<file path="config.mk">
export PLATFORM = sky130hd
export DESIGN_NAME = mct_timer
export DESIGN_NICKNAME = d
export VERILOG_FILES = /design/src/rtl/mct_pkg.sv /design/src/rtl/mct_ctrl.sv /design/src/rtl/mct_channel.sv /design/src/rtl/mct_datapath.sv /design/src/rtl/mct_timer.sv
export SDC_FILE = /design/constraint.sdc
export NUM_CORES = 2
export LEC_CHECK = 0
export BUFFER_PORTS_ARGS = -buffer_cell sky130_fd_sc_hd__buf_2
export CELL_PAD_IN_SITES_DETAIL_PLACEMENT = 0
export CELL_PAD_IN_SITES_GLOBAL_PLACEMENT = 1
export CORE_MARGIN = 5
export CORE_UTILIZATION = 35
export CTS_CLUSTER_DIAMETER = 80
export DETAILED_ROUTE_END_ITERATION = 6
export MAX_ROUTING_LAYER = met4
export PLACE_DENSITY_LB_ADDON = 0.08
export SLEW_MARGIN = 20
export SYNTH_ARGS = -nofsm -noshare
export SYNTH_HDL_FRONTEND = slang
export SYNTH_SLANG_ARGS = --single-unit
</file>
<file path="constraint.sdc">
create_clock -name clk -period 4 [get_ports clk]
set_input_delay 0.6 -clock clk [delete_from_list [all_inputs] [get_ports clk]]
set_output_delay 0.6 -clock clk [all_outputs]
set_load 0.05 [all_outputs]
</file>
<file path="src/rtl/mct_pkg.sv">
package mct_pkg;

  localparam int DATA_W = 64;

  // Channel configuration bit positions
  localparam int CFG_LEVEL = 1;
  localparam int CFG_IEN   = 2;
  localparam int CFG_PER   = 3;
  localparam int CFG_PCAP  = 4;
  localparam int CFG_WCAP  = 5;
  localparam int CFG_VSET  = 6;
  localparam int CFG_F32   = 8;

  // Register map
  localparam logic [7:0] ADDR_GCFG    = 8'h00;
  localparam logic [7:0] ADDR_CNT     = 8'h08;
  localparam logic [7:0] ADDR_STS     = 8'h10;
  localparam logic [7:0] ADDR_CH_BASE = 8'h20;

  typedef enum logic [2:0] {
    OP_NONE,
    OP_GCFG,
    OP_CNT,
    OP_STS,
    OP_CHCFG,
    OP_CHCMP
  } opKind_e;

  typedef struct packed {
    opKind_e            op;
    logic [7:0]         ch;
    logic               lowHalf;
    logic [DATA_W-1:0]  data;
    logic [DATA_W-1:0]  mask;
  } wrStrobe_t;

endpackage

</file>
<file path="src/rtl/mct_ctrl.sv">
module mct_ctrl
  import mct_pkg::*;
#(
  parameter int NUM_CH = 3
) (
  input  logic                         busWrEn,
  input  logic                         busWide,
  input  logic [7:0]                   busAddr,
  input  logic [DATA_W-1:0]            busWData,
  input  logic                         gEn,
  input  logic [DATA_W-1:0]            cnt,
  input  logic [NUM_CH-1:0]            sts,
  input  logic [NUM_CH-1:0][DATA_W-1:0] chCfg,
  input  logic [NUM_CH-1:0][DATA_W-1:0] chCmp,
  output wrStrobe_t                    wr,
  output logic [DATA_W-1:0]            busRData
);

  localparam int HALF_W = DATA_W / 2;

  logic [7:0] wordAddr;
  logic [7:0] chOffs;
  logic       hiSel;
  logic       aligned;
  logic       inCh;
  logic [3:0] chIdx;
  logic [DATA_W-1:0] word;

  assign wordAddr = {busAddr[7:3], 3'b000};
  assign hiSel    = !busWide && busAddr[2];
  assign aligned  = (busAddr[1:0] == 2'b00) && (!busWide || !busAddr[2]);
  assign chOffs   = wordAddr - ADDR_CH_BASE;
  assign chIdx    = chOffs[7:4];
  assign inCh     = (wordAddr >= ADDR_CH_BASE) && (32'(chIdx) < NUM_CH);

  // Write strobe formation
  always_comb begin
    wr.op      = OP_NONE;
    wr.ch      = {4'b0000, chIdx};
    wr.lowHalf = !hiSel;
    if (busWide) begin
      wr.data = busWData;
      wr.mask = '1;
    end else if (hiSel) begin
      wr.data = {busWData[HALF_W-1:0], {HALF_W{1'b0}}};
      wr.mask = {{HALF_W{1'b1}}, {HALF_W{1'b0}}};
    end else begin
      wr.data = {{HALF_W{1'b0}}, busWData[HALF_W-1:0]};
      wr.mask = {{HALF_W{1'b0}}, {HALF_W{1'b1}}};
    end
    if (busWrEn && aligned) begin
      if (wordAddr == ADDR_GCFG)      wr.op = OP_GCFG;
      else if (wordAddr == ADDR_CNT)  wr.op = OP_CNT;
      else if (wordAddr == ADDR_STS)  wr.op = OP_STS;
      else if (inCh)                  wr.op = wordAddr[3] ? OP_CHCMP : OP_CHCFG;
    end
  end

  // Read mux
  always_comb begin
    word = '0;
    if (wordAddr == ADDR_GCFG)      word = {{(DATA_W-1){1'b0}}, gEn};
    else if (wordAddr == ADDR_CNT)  word = cnt;
    else if (wordAddr == ADDR_STS)  word = {{(DATA_W-NUM_CH){1'b0}}, sts};
    else begin
      for (int k = 0; k < NUM_CH; k++) begin
        if (inCh && 32'(chIdx) == k) word = wordAddr[3] ? chCmp[k] : chCfg[k];
      end
    end
    if (!aligned)     busRData = '0;
    else if (busWide) busRData = word;
    else if (hiSel)   busRData = {{HALF_W{1'b0}}, word[DATA_W-1:HALF_W]};
    else              busRData = {{HALF_W{1'b0}}, word[HALF_W-1:0]};
  end

endmodule

</file>
<file path="src/rtl/mct_channel.sv">
module mct_channel
  import mct_pkg::*;
#(
  parameter int          IDX       = 0,
  parameter bit          PER_CAP   = 1'b1,
  parameter bit          WIDE_CAP  = 1'b1,
  parameter logic [31:0] ROUTE_CAP = 32'h0
) (
  input  logic              clk,
  input  logic              rstN,
  input  wrStrobe_t         wr,
  input  logic [DATA_W-1:0] cnt,
  input  logic              cntEn,
  output logic              match,
  output logic              levelMode,
  output logic              intEn,
  output logic [DATA_W-1:0] cfgOut,
  output logic [DATA_W-1:0] cmpOut
);

  localparam int HALF_W = DATA_W / 2;

  typedef enum logic [1:0] {VS_IDLE, VS_FIRST, VS_PERIOD} vsState_e;

  logic              periodic;
  logic              force32;
  logic              armed;
  vsState_e          vState;
  logic [DATA_W-1:0] cmp;
  logic [DATA_W-1:0] period;

  logic              myCfg;
  logic              myCmp;
  logic              narrow32;
  logic [DATA_W-1:0] cmpMask;
  logic [DATA_W-1:0] cmpNew;
  logic [DATA_W-1:0] periodNew;
  logic [DATA_W-1:0] cmpStep;
  logic              perReq;

  assign myCfg     = (wr.op == OP_CHCFG) && (wr.ch == 8'(IDX)) && wr.mask[0];
  assign myCmp     = (wr.op == OP_CHCMP) && (wr.ch == 8'(IDX));
  assign narrow32  = force32 || !WIDE_CAP;
  assign cmpMask   = narrow32 ? {{HALF_W{1'b0}}, {HALF_W{1'b1}}} : '1;
  assign cmpNew    = (cmp & ~wr.mask) | (wr.data & wr.mask);
  assign periodNew = (period & ~wr.mask) | (wr.data & wr.mask);
  assign perReq    = wr.data[CFG_PER] && PER_CAP;
  assign match     = cntEn && armed && (((cnt ^ cmp) & cmpMask) == '0);

  always_comb begin
    if (narrow32) cmpStep = {cmp[DATA_W-1:HALF_W], cmp[HALF_W-1:0] + period[HALF_W-1:0]};
    else          cmpStep = cmp + period;
  end

  always_ff @(posedge clk or negedge rstN) begin
    if (!rstN) begin
      levelMode <= 1'b0;
      intEn     <= 1'b0;
      periodic  <= 1'b0;
      force32   <= 1'b0;
      vState    <= VS_IDLE;
    end else if (myCfg) begin
      levelMode <= wr.data[CFG_LEVEL];
      intEn     <= wr.data[CFG_IEN];
      periodic  <= perReq;
      force32   <= wr.data[CFG_F32];
      vState    <= (perReq && wr.data[CFG_VSET]) ? VS_FIRST : VS_IDLE;
    end else if (myCmp && wr.lowHalf && vState == VS_FIRST) begin
      vState <= VS_PERIOD;
    end else if (myCmp && wr.lowHalf && vState == VS_PERIOD) begin
      vState <= VS_IDLE;
    end
  end

  always_ff @(posedge clk or negedge rstN) begin
    if (!rstN) begin
      cmp    <= '1;
      period <= '0;
      armed  <= 1'b0;
    end else if (myCmp && !wr.lowHalf) begin
      cmp <= cmpNew;
    end else if (myCmp) begin
      case (vState)
        VS_FIRST: begin
          cmp   <= cmpNew;
          armed <= 1'b0;
        end
        VS_PERIOD: begin
          period <= periodNew;
          armed  <= 1'b1;
        end
        default: begin
          cmp   <= cmpNew;
          armed <= 1'b1;
          if (periodic) period <= periodNew;
        end
      endcase
    end else if (match) begin
      if (periodic) cmp   <= cmpStep;
      else          armed <= 1'b0;
    end
  end

  always_comb begin
    cfgOut                = '0;
    cfgOut[63:32]         = ROUTE_CAP;
    cfgOut[CFG_LEVEL]     = levelMode;
    cfgOut[CFG_IEN]       = intEn;
    cfgOut[CFG_PER]       = periodic;
    cfgOut[CFG_PCAP]      = PER_CAP;
    cfgOut[CFG_WCAP]      = WIDE_CAP;
    cfgOut[CFG_VSET]      = (vState != VS_IDLE);
    cfgOut[CFG_F32]       = force32;
  end
  assign cmpOut = cmp;

  // a one-shot match disarms the channel, so no match follows at once
  p_oneshot_disarm_r4: assert property (@(posedge clk) disable iff (!rstN)
    match && !periodic && !myCmp |=> !match);

  // a full-width periodic match advances the comparator by the period
  p_period_step_r5: assert property (@(posedge clk) disable iff (!rstN)
    match && periodic && !myCmp && !narrow32 |=> cmp == $past(cmp) + $past(period));

  // the period write ends the value-set sequence
  p_vset_done_r6: assert property (@(posedge clk) disable iff (!rstN)
    myCmp && wr.lowHalf && vState == VS_PERIOD |=> vState == VS_IDLE);

  // a channel without periodic capability never holds periodic mode
  p_nocap_oneshot_r7: assert property (@(posedge clk) disable iff (!rstN)
    myCfg |=> (periodic == 1'b0) || PER_CAP);

endmodule

</file>
<file path="src/rtl/mct_datapath.sv">
module mct_datapath
  import mct_pkg::*;
#(
  parameter int                 NUM_CH        = 3,
  parameter logic [NUM_CH-1:0]  PER_CAP_MASK  = '1,
  parameter logic [NUM_CH-1:0]  WIDE_CAP_MASK = '1,
  parameter logic [31:0]        ROUTE_CAP     = 32'h0
) (
  input  logic                          clk,
  input  logic                          rstN,
  input  wrStrobe_t                     wr,
  output logic                          gEn,
  output logic [DATA_W-1:0]             cnt,
  output logic [NUM_CH-1:0]             sts,
  output logic [NUM_CH-1:0][DATA_W-1:0] chCfg,
  output logic [NUM_CH-1:0][DATA_W-1:0] chCmp,
  output logic [NUM_CH-1:0]             irq
);

  logic [NUM_CH-1:0] match;
  logic [NUM_CH-1:0] level;
  logic [NUM_CH-1:0] ien;
  logic [NUM_CH-1:0] edgeQ;

  // Main counter and global enable
  always_ff @(posedge clk or negedge rstN) begin
    if (!rstN) begin
      gEn <= 1'b0;
      cnt <= '0;
    end else begin
      if (wr.op == OP_GCFG && wr.mask[0]) gEn <= wr.data[0];
      if (gEn)                      cnt <= cnt + 1'b1;
      else if (wr.op == OP_CNT)     cnt <= (cnt & ~wr.mask) | (wr.data & wr.mask);
    end
  end

  for (genvar i = 0; i < NUM_CH; i++) begin : g_ch
    mct_channel #(
      .IDX       (i),
      .PER_CAP   (PER_CAP_MASK[i]),
      .WIDE_CAP  (WIDE_CAP_MASK[i]),
      .ROUTE_CAP (ROUTE_CAP)
    ) u_ch (
      .clk       (clk),
      .rstN      (rstN),
      .wr        (wr),
      .cnt       (cnt),
      .cntEn     (gEn),
      .match     (match[i]),
      .levelMode (level[i]),
      .intEn     (ien[i]),
      .cfgOut    (chCfg[i]),
      .cmpOut    (chCmp[i])
    );

    logic stsClr;
    assign stsClr = (wr.op == OP_STS) && wr.mask[i] && wr.data[i];

    always_ff @(posedge clk or negedge rstN) begin
      if (!rstN) begin
        sts[i]   <= 1'b0;
        edgeQ[i] <= 1'b0;
      end else begin
        if (match[i] && level[i]) sts[i] <= 1'b1;
        else if (stsClr)          sts[i] <= 1'b0;
        edgeQ[i] <= match[i] && !level[i] && ien[i];
      end
    end

    assign irq[i] = level[i] ? (sts[i] && ien[i]) : edgeQ[i];

    // write-one clears the status bit when no match sets it
    p_sts_w1c_r8: assert property (@(posedge clk) disable iff (!rstN)
      stsClr && !match[i] |=> !sts[i]);

    // an edge-mode match leaves the status bit unchanged
    p_edge_nosts_r9: assert property (@(posedge clk) disable iff (!rstN)
      match[i] && !level[i] && wr.op != OP_STS |=> $stable(sts[i]));
  end

  // a stopped counter holds unless written
  p_cnt_hold_r2: assert property (@(posedge clk) disable iff (!rstN)
    !gEn && wr.op != OP_CNT |=> $stable(cnt));

  // a running counter steps by one whatever is written elsewhere
  p_cnt_step_r3: assert property (@(posedge clk) disable iff (!rstN)
    gEn |=> cnt == $past(cnt) + 64'd1);

endmodule

</file>
<file path="src/rtl/mct_timer.sv">
module mct_timer
  import mct_pkg::*;
#(
  parameter int                 NUM_CH        = 3,
  parameter logic [NUM_CH-1:0]  PER_CAP_MASK  = 3'b011,
  parameter logic [NUM_CH-1:0]  WIDE_CAP_MASK = 3'b011,
  parameter logic [31:0]        ROUTE_CAP     = 32'h00F0_0A00
) (
  input  logic              clk,
  input  logic              rstN,
  input  logic              busWrEn,
  input  logic              busWide,
  input  logic [7:0]        busAddr,
  input  logic [63:0]       busWData,
  output logic [63:0]       busRData,
  output logic [NUM_CH-1:0] irq
);

  wrStrobe_t                     wr;
  logic                          gEn;
  logic [DATA_W-1:0]             cnt;
  logic [NUM_CH-1:0]             sts;
  logic [NUM_CH-1:0][DATA_W-1:0] chCfg;
  logic [NUM_CH-1:0][DATA_W-1:0] chCmp;

  mct_ctrl #(.NUM_CH(NUM_CH)) u_ctrl (
    .busWrEn  (busWrEn),
    .busWide  (busWide),
    .busAddr  (busAddr),
    .busWData (busWData),
    .gEn      (gEn),
    .cnt      (cnt),
    .sts      (sts),
    .chCfg    (chCfg),
    .chCmp    (chCmp),
    .wr       (wr),
    .busRData (busRData)
  );

  mct_datapath #(
    .NUM_CH        (NUM_CH),
    .PER_CAP_MASK  (PER_CAP_MASK),
    .WIDE_CAP_MASK (WIDE_CAP_MASK),
    .ROUTE_CAP     (ROUTE_CAP)
  ) u_dp (
    .clk   (clk),
    .rstN  (rstN),
    .wr    (wr),
    .gEn   (gEn),
    .cnt   (cnt),
    .sts   (sts),
    .chCfg (chCfg),
    .chCmp (chCmp),
    .irq   (irq)
  );

endmodule

</file>
==> results.json <==
{
  "reg2reg_from": "u_dp.g_ch[0].u_ch.cmpOut[39]",
  "critPathMostFrequentCell": "buf_12",
  "io_pins": 143,
  "power_leakage_nw": 15.2,
  "synth_nets": 3990,
  "post-route-period-util_pct": 98.8,
  "synthDistinctLibCells": 98,
  "grt_pass1_wl_mm": 220,
  "clock_skew_ns": 0.0244,
  "setup_viol": 0,
  "grt.met3_usage_pct": 5.74,
  "design_area_um2": 36300,
  "r2r_cells": 12,
  "async_flop_share_pct": 100,
  "yosys_warnings": 0,
  "antenna_found_initial": 8,
  "via_count": 30800,
  "area.growth.synth_to_final_pct": 17.2,
  "synth-simple-area-share_pct": 17.8,
  "synth_top_flop_cell": "dfrtp_1",
  "die_h_um": 308,
  "fin_cells": 5171,
  "critical_path_arrival_ns": 3.35,
  "worst_pin_slew_ns": 1.20,
  "cts_sinks": 409,
  "critPathMaxStageDelay_ns": 0.43,
  "start_util_pct": 35.2,
  "required_ns": 3.40,
  "place_congestion": 0.967,
  "hp-class": "input pin to register",
  "synth_top_family_by_area": "compound AO/OA/AOI/OAI gates",
  "synthMuxAreaShare_pct": 5.82,
  "r2r_slack_ns": 0.19,
  "synth_edf_count": 0,
  "fin_nets": 4157,
  "cap_violations": 0,
  "cts_setup_buffers": 0,
  "critical_path.slowest_cell": "o21ai_0",
  "root_buffer": "clkbuf_16",
  "ys_seq_elements": 409,
  "hold_start": "busWData[26]",
  "cp_max_fo": 28,
  "cts_tree": "built",
  "end_kind": "output pin",
  "drive_gt1_share_pct": 21.7,
  "totalWireLength_mm": 154,
  "fmax_mhz": 253,
  "finalCriticalPeriod_ns": 3.95,
  "status": "complete, no violations",
  "r2r_end": "u_dp.g_ch[0].u_ch.cmpOut[63]",
  "path_buf_inv": 4,
  "cts_made_buffers": 56,
  "final_cell_mix": "452 x nand2_1, 411 x a21oi_1, 367 x nor2_1",
  "clk_pin_slew_ns": 0.06,
  "netlist_instances": 3782,
  "design.die.area_um2": 94600,
  "vias_per_cell": 5.96,
  "met1_usage_pct": 48.5,
  "drv_slew": 0,
  "hold_ws_ns": 0.352,
  "yosysTopAreaCell": "dfrtp_1",
  "h-tree-depth": 2,
  "synth_area_um2": 31000,
  "drtIter0Drc": 3137,
  "crit_chain": "buf_2 > inv_1 > ha_1 > xnor2_1 > nand4_1 > nor3_2 > buf_12 > a21oi_1 > o21ai_0 > a22oi_1 > nor2_1 > buf_12",
  "drc": 0,
  "synth_top_area_share_pct": 17.5,
  "p_per_area_nw_per_um2": 420,
  "dr.pass1.iters": 6,
  "grt-busiest-layer": "met1",
  "maxSlewHeadroom_pct": 20.1,
  "critical_path.top_delay_family": "simple AND/OR/NAND/NOR gates",
  "synthTopCellsByArea": "dfrtp_1 18%, dfstp_2 16%, a21oi_1 6.8%",
  "avgRoutedWirePerCell_um": 29.8,
  "finalHoldViolCount": 0,
  "critical_path_class": "input pin to output pin",
  "synth-xor-area-share_pct": 9.30,
  "cp-start-kind": "input pin",
  "ant_nets": 0,
  "clock_path_buffers": 3,
  "synth_area_per_cell_um2": 8.19,
  "hpwl_mm": 120,
  "placed_cell_area_um2": 34300,
  "synth_compound_area_share_pct": 23.1,
  "mostFrequentLayoutCell": "nand2_1",
  "die_w_um": 308,
  "grtUsageMet2_pct": 45.7,
  "grt_usage_pct": 32.6,
  "grt_setup_unrepaired": "no",
  "synth-seq-area-share_pct": 33.8,
  "grt_pass1_vias": 29700,
  "grt_start_max_net_pins": 84,
  "port_buffers": 142,
  "ir_drop_v": 0.000392,
  "fin_tns_setup_ns": 0,
  "synthAdderAreaFrac_pct": 5.41,
  "insertion_delay_ns": 0.67,
  "hold_path_depth": 3,
  "totalPowerFinal_w": 0.0153,
  "grt-ovfl-total": 0,
  "dp_cells": 5055,
  "rows": 109,
  "core_area_um2": 88100
}
==> metal layers <==
layer	vias up	share of wire [%]
li1	13900	-
met1	15500	48
met2	1315	41
met3	171	8.3
met4	0	2.7
met5	-	0
==> synthesized netlist by cell type (9+ instances only) <==
master	number
o221ai_1	9
mux2_1	9
o21a_1	12
o31ai_1	9
and2_1	14
ha_1	130
a22oi_1	55
o211ai_1	21
xor2_1	132
nor2b_1	47
buf_1	16
nor3_1	36
o21ai_0	337
clkbuf_1	182
mux2_2	81
or3_1	18
a221oi_1	15
nand2b_1	9
mux2i_1	70
a22o_1	14
nor4_1	29
a211oi_1	36
nand4_1	72
xnor2_1	197
o21ai_1	28
a21o_1	53
dfstp_2	192
nor2_1	371
a21oi_1	418
nand3_1	89
buf_4	9
nand2_1	454
and3_1	19
dfrtp_1	217
o21bai_1	15
o22ai_1	50
a2bb2oi_1	18
buf_2	77
a31oi_1	14
inv_1	61
==> power by group <==
group	switching [W]	internal [W]
clock	0.00225	0.00326
sequential	0.000937	0.00468
combinational	0.00251	0.00163
==> worst max path at each step <==
stage,end,cells after the start,startpoint
after floorplan,busRData[1],10,busAddr[5]
after global placement,u_dp.g_ch[0].u_ch.cmpOut[63],11,u_dp.g_ch[0].u_ch.cmpOut[39]
after detailed placement,u_dp.g_ch[0].u_ch.cmpOut[63],11,u_dp.g_ch[0].u_ch.cmpOut[39]
after CTS,busRData[5],13,busAddr[5]
after global routing,busRData[1],14,busAddr[5]
final,busRData[18],12,busAddr[5]
==> kinds of logic after synthesis <==
family	after synthesis
simple gates	1210
buf+inv	351
flops	409
xor+xnor	329
compound gates	1186
mux	164
fa+ha+maj	133
==> final cells by class <==
cell class | instances | area [um^2]
Antenna cell | 9 | 22.5
Sequential cell | 409 | 10500
Inverter | 61 | 229
Fill cell | 9120 | 51800
Clock inverter | 37 | 457
Multi-Input combinational cell | 3022 | 19100
Timing Repair Buffer | 399 | 3000
Tap cell | 1165 | 1460
Clock buffer | 69 | 1530
==> repair_timing <==
item | 4_1_cts | 5_1_grt
hold buffers | 1 | 0
hold endpoints to repair | 16 | 0
pin swaps | 0 | 1
endpoints found under the setup margin | 1 | 4
resized for setup | 1 | 4
==> worst reg2reg max path, delay by kind of cell, from the launching register on <==
family                     cells  cell delay [ns]
DFF                            1             0.65
and+or+nand+nor                2             0.60
adders and majority gates      1             0.28
buffers and inverters          1             0.17
AOI/OAI and AO/OA              8             1.98
==> through the flow <==
stage	utilization, %	setup slack, ns
2_1_floorplan	-	0.197
3_3_place_gp	38.9	-0.0362
3_5_place_dp	38.9	-0.0275
4_1_cts	41.2	0.0762
5_1_grt	41.2	0.00431
6_report	41.2	0.0476
(Power assumes the default switching activity.)
